## src/rtl/vend_pkg.sv

```systemverilog
package vend_pkg;

   localparam int STATE_W      = 2;
   localparam int UNIT_W       = 3;
   localparam int NICKEL_UNITS = 1;
   localparam int DIME_UNITS   = 2;
   localparam int PRICE_UNITS  = 3;

   typedef enum logic [STATE_W-1:0] {
      CR_0    = 2'b00,
      CR_5    = 2'b01,
      CR_10   = 2'b10,
      CR_PAID = 2'b11
   } credit_e;

   typedef enum logic [1:0] {
      COIN_NONE   = 2'b00,
      COIN_NICKEL = 2'b01,
      COIN_DIME   = 2'b10
   } coin_e;

   function automatic logic [UNIT_W-1:0] credit_units(input credit_e c);
      case (c)
         CR_5:    credit_units = UNIT_W'(NICKEL_UNITS);
         CR_10:   credit_units = UNIT_W'(DIME_UNITS);
         default: credit_units = '0;
      endcase
   endfunction

   function automatic logic [UNIT_W-1:0] coin_units(input coin_e k);
      case (k)
         COIN_NICKEL: coin_units = UNIT_W'(NICKEL_UNITS);
         COIN_DIME:   coin_units = UNIT_W'(DIME_UNITS);
         default:     coin_units = '0;
      endcase
   endfunction

   function automatic credit_e units_to_credit(input logic [UNIT_W-1:0] u);
      case (u)
         UNIT_W'(NICKEL_UNITS): units_to_credit = CR_5;
         UNIT_W'(DIME_UNITS):   units_to_credit = CR_10;
         default:               units_to_credit = CR_0;
      endcase
   endfunction

endpackage

```

## src/rtl/vend_coin_sel.sv

```systemverilog
module vend_coin_sel
   import vend_pkg::*;
(
   input  logic  nickel_i,
   input  logic  dime_i,
   output coin_e coin_o
);
   // dime wins when both strobes arrive together
   always_comb begin
      if (dime_i)
         coin_o = COIN_DIME;
      else if (nickel_i)
         coin_o = COIN_NICKEL;
      else
         coin_o = COIN_NONE;
   end
endmodule

```

## src/rtl/vend_credit_step.sv

```systemverilog
module vend_credit_step
   import vend_pkg::*;
#(
   parameter int MOORE_BUILD = 0
) (
   input  credit_e cur_i,
   input  coin_e   coin_i,
   output credit_e nxt_o,
   output logic    pay_o
);
   logic [UNIT_W-1:0] sum;

   if (MOORE_BUILD != 0 && MOORE_BUILD != 1) begin : g_bad_param
      $error("vend_credit_step: MOORE_BUILD must be 0 or 1");
   end

   assign sum = credit_units(cur_i) + coin_units(coin_i);

   always_comb begin
      pay_o = 1'b0;
      nxt_o = cur_i;
      if (cur_i == CR_PAID) begin
         // paid state (alternative build) or unused code (default): back to zero
         nxt_o = CR_0;
      end else if (coin_i != COIN_NONE) begin
         if (sum >= UNIT_W'(PRICE_UNITS)) begin
            pay_o = 1'b1;
            nxt_o = (MOORE_BUILD == 1) ? CR_PAID : CR_0;
         end else begin
            nxt_o = units_to_credit(sum);
         end
      end
   end
endmodule

```

## src/rtl/vend_state_reg.sv

```systemverilog
module vend_state_reg
   import vend_pkg::*;
(
   input  logic    clk,
   input  logic    rst,
   input  credit_e nxt_i,
   output credit_e cur_o
);
   always_ff @(posedge clk) begin
      if (rst)
         cur_o <= CR_0;
      else
         cur_o <= nxt_i;
   end

   a_r1_reset_zero: assert property (@(posedge clk) rst |=> cur_o == CR_0)
      else $error("R1: credit not cleared by reset");
endmodule

```

## src/rtl/vend_ctrl.sv

```systemverilog
module vend_ctrl
   import vend_pkg::*;
#(
   parameter int MOORE_BUILD = 0
) (
   input  logic clk,
   input  logic rst,
   input  logic coin_nickel,
   input  logic coin_dime,
   output logic vend_open
);
   coin_e   coin;
   credit_e cur_st;
   credit_e nxt_st;
   logic    pay;

   vend_coin_sel u_sel (
      .nickel_i (coin_nickel),
      .dime_i   (coin_dime),
      .coin_o   (coin)
   );

   vend_credit_step #(.MOORE_BUILD(MOORE_BUILD)) u_step (
      .cur_i  (cur_st),
      .coin_i (coin),
      .nxt_o  (nxt_st),
      .pay_o  (pay)
   );

   vend_state_reg u_reg (
      .clk   (clk),
      .rst   (rst),
      .nxt_i (nxt_st),
      .cur_o (cur_st)
   );

   if (MOORE_BUILD == 0) begin : g_mealy
      assign vend_open = pay;

      a_r7_open_needs_coin: assert property (@(posedge clk) disable iff (rst)
         vend_open |-> (coin_nickel || coin_dime))
         else $error("R7: release without coin");
      a_r5_open_clears: assert property (@(posedge clk) disable iff (rst)
         vend_open |=> cur_st == CR_0)
         else $error("R5: credit not cleared after release");
      a_r2_idle_hold: assert property (@(posedge clk) disable iff (rst)
         (!coin_nickel && !coin_dime) |=> $stable(cur_st))
         else $error("R2: credit moved without coin");
      a_r3_no_unused_code: assert property (@(posedge clk) disable iff (rst)
         cur_st != CR_PAID)
         else $error("R3: unused state code held");
   end else begin : g_moore
      assign vend_open = (cur_st == CR_PAID);

      a_r9_paid_one_cycle: assert property (@(posedge clk) disable iff (rst)
         (cur_st == CR_PAID) |=> cur_st == CR_0)
         else $error("R9: paid state held longer than one cycle");
      a_r9_paid_after_coin: assert property (@(posedge clk) disable iff (rst)
         (cur_st != CR_PAID && (coin_nickel || coin_dime) && cur_st == CR_10)
         |=> vend_open)
         else $error("R9: paying coin did not release");
   end
endmodule

```

## config.mk

```make
export PLATFORM = sky130hd
export DESIGN_NAME = vend_ctrl
export DESIGN_NICKNAME = d
export VERILOG_FILES = /design/src/rtl/vend_pkg.sv /design/src/rtl/vend_coin_sel.sv /design/src/rtl/vend_credit_step.sv /design/src/rtl/vend_state_reg.sv /design/src/rtl/vend_ctrl.sv
export SDC_FILE = /design/constraint.sdc
export NUM_CORES = 1
export LEC_CHECK = 0
export BUFFER_PORTS_ARGS = -buffer_cell sky130_fd_sc_hd__buf_2
export CAP_MARGIN = 10
export CORE_AREA = 3 3 40 42
export DETAILED_ROUTE_END_ITERATION = 10
export DIE_AREA = 0 0 43 45
export PLACE_DENSITY = 0.32
export SLEW_MARGIN = 20
export SYNTH_ARGS = -nofsm -noshare
export SYNTH_HDL_FRONTEND = slang
export SYNTH_SLANG_ARGS = --single-unit
```

## constraint.sdc

```tcl
create_clock -name clk -period 5.1 [get_ports clk]
set_clock_uncertainty 0.05 [all_clocks]
set_input_delay 1.02 -clock clk [delete_from_list [all_inputs] [get_ports clk]]
set_output_delay 1.02 -clock clk [all_outputs]
set_load 0.01 [all_outputs]
```

==> results_dict.tcl <==
set metrics [dict create \
    outcome "completed" \
    fp.dieW_um 43 \
    worst_pin_slew_ns 0.298 \
    cts_sinks 2 \
    synth.cells.most_frequent "a221oi_1, dfxtp_1, nand2_1, nor2b_1, or4b_1" \
    vdd_ir_drop_max_uv 65.2 \
    seq_area_frac_synth 0.246 \
    cp.required_ns 4.03 \
    grtUsageTotal 0.0391 \
    place_area_um2 193 \
    setup_viol 0 \
    num_vias 141 \
    cts.reportedPaths.clkPinSlew_ns 0.03 \
    largest_register_ffs 2 \
    setup.worst_path.start_class "primary input" \
    antenna_found_initial 0 \
    hold_buffers 0 \
    hold_path_class "reg -> reg" \
    p_leak_nw 0.0929 \
    synth-edff-count 0 \
    drc 0 \
    cts_buffers 3 \
    ios 5 \
    max_freq_mhz 288 \
    layout-drive-gt1-share 0.304 \
    total_power_mw 0.0656 \
    drtIter0Drc 3 \
    min_period_over_period 0.680 \
    ys_ff_latch 2 \
    n_antenna_cell 0 \
    ys_warn_count 0 \
    crit_fanout 3 \
    ys_types 12 \
    rows 13 \
    grt_pass1_wl_um 510 \
    grt_overflow 0 \
    synth_area_um2 163 \
    post-place-ws_ns 1.61 \
    coreArea_um2 1280 \
    drt-wirelength-per-cell_um 8.76 \
    synth_area_leaders "dfxtp_1, fa_1, or4b_1" \
    crit_type "in -> out" \
    cap_violations 0 \
    drtAntennaViolNets 0 \
    h-tree-depth 1 \
    grt_pass1_vias 130 \
    largestRegisters "u_reg.cur_o: 2 flops" \
    final_nets 31 \
    min_period_ns 3.47 \
    pwr_density_cell_nw_per_um2 305 \
    top_register "u_reg.cur_o" \
    hold-worst-slack_ns 0.481 \
    gp_congestion 0.621 \
    grt_start_max_net_pins 7 \
    root_buffer "clkbuf_4" \
    areaGrowthSynthToFinish_pct 32.3 \
    clk_path_buf_depth 2 \
    cts_tree "done" \
    worstPathArrival_ns 2.40 \
    cts_setup_buffers 0 \
    routed_wl_um 333 \
    max_slew_margin 0.800 \
    drtPass1Iterations 2 \
    syn-num-nets 23 \
    yosysTopAreaCellShare 0.246 \
    slew_violations 0 \
    final_hold_viol_count 0 \
    synthArstFlopShare 0 \
    layout_setup_ws_ns 1.63 \
    fin_tns_setup_ns 0 \
    die_h_um 45 \
    start_util 0.127 \
    cp-end-kind "output port" \
    die_area_um2 1940 \
    yosysTopAreaCell "dfxtp_1" \
    avgSynthCellArea_um2 9.57 \
    numPortBuffers 4 \
    synth_flop_cell "dfxtp_1" \
    clock_latency_ns 0.22 \
    cts_resized 0 \
    vias_per_cell 3.71 \
    fin_area_um2 215 \
    netlist_instances 17 \
    rsz0062_at_grt "no" \
]
metal layers:
| layer | track usage | vias up | wire length, µm |
|---|---|---|---|
| li1 | - | 76 | - |
| met1 | 0.0481 | 59 | 193 |
| met2 | 0.0419 | 6 | 111 |
| met3 | 0.0279 | 0 | 28 |
| met4 | 0.0361 | 0 | 0 |
| met5 | 0 | - | 0 |
cell families after synthesis:
group | Yosys count | share of synthesized area
flops | 2 | 0.246
fa+ha+maj | 2 | 0.200
simple gates | 8 | 0.315
buf+inv | 1 | 0.0539
compound gates | 4 | 0.185
cells in the final DEF (no fill, tap or decap):
| cell | n |
|---|---|
| nand2_1 | 2 |
| a221oi_1 | 2 |
| a21oi_1 | 1 |
| ha_1 | 1 |
| and2b_1 | 1 |
| a211oi_1 | 1 |
| nor2b_1 | 2 |
| buf_2 | 4 |
| fa_1 | 1 |
| clkbuf_4 | 3 |
| nor2_1 | 1 |
| or4b_1 | 2 |
| dfxtp_1 | 2 |
worst paths after layout:
| path | startpoint | to | slack [ns] | cells past startpoint |
|---|---|---|---|---|
| setup / recovery | coin_dime | vend_open | 1.63 | 7 |
| hold / removal | u_reg.cur_o[0]$_SDFFE_PP0N_ | u_reg.cur_o[0]$_SDFFE_PP0N_ | 0.48 | 2 |
| setup reg to reg | u_reg.cur_o[0]$_SDFFE_PP0N_ | u_reg.cur_o[0]$_SDFFE_PP0N_ | 2.99 | 5 |
| hold reg to reg | u_reg.cur_o[0]$_SDFFE_PP0N_ | u_reg.cur_o[0]$_SDFFE_PP0N_ | 0.48 | 2 |
power breakdown:
group / switching, mW / leakage (nW) / internal [mW]
sequential: 0.00196 / 0.0164 / 0.0171
combinational: 0.00601 / 0.0628 / 0.00670
clock: 0.00797 / 0.0138 / 0.0259
critical path, stage by stage:
cell and delay [ns]:
buf_2 0.11, and2b_1 0.18, ha_1 0.18, fa_1 0.52, a21oi_1 0.07, a211oi_1 0.16
buf_2 0.16
stage by stage:
stage	cells	utilization
after floorplan	17	-
after global placement	35	0.150
after detailed placement	35	0.150
after CTS	38	0.167
after global routing	38	0.167
final	38	0.167
area by class of cell:
cell class / instances / area, µm²
fillers: 143 / 1070
multi-input cells: 14 / 114
flip-flops and latches: 2 / 40.0
clock buffers: 3 / 22.5
repair buffers: 4 / 20.0
well taps: 15 / 18.8
(Power assumes the default switching activity.)
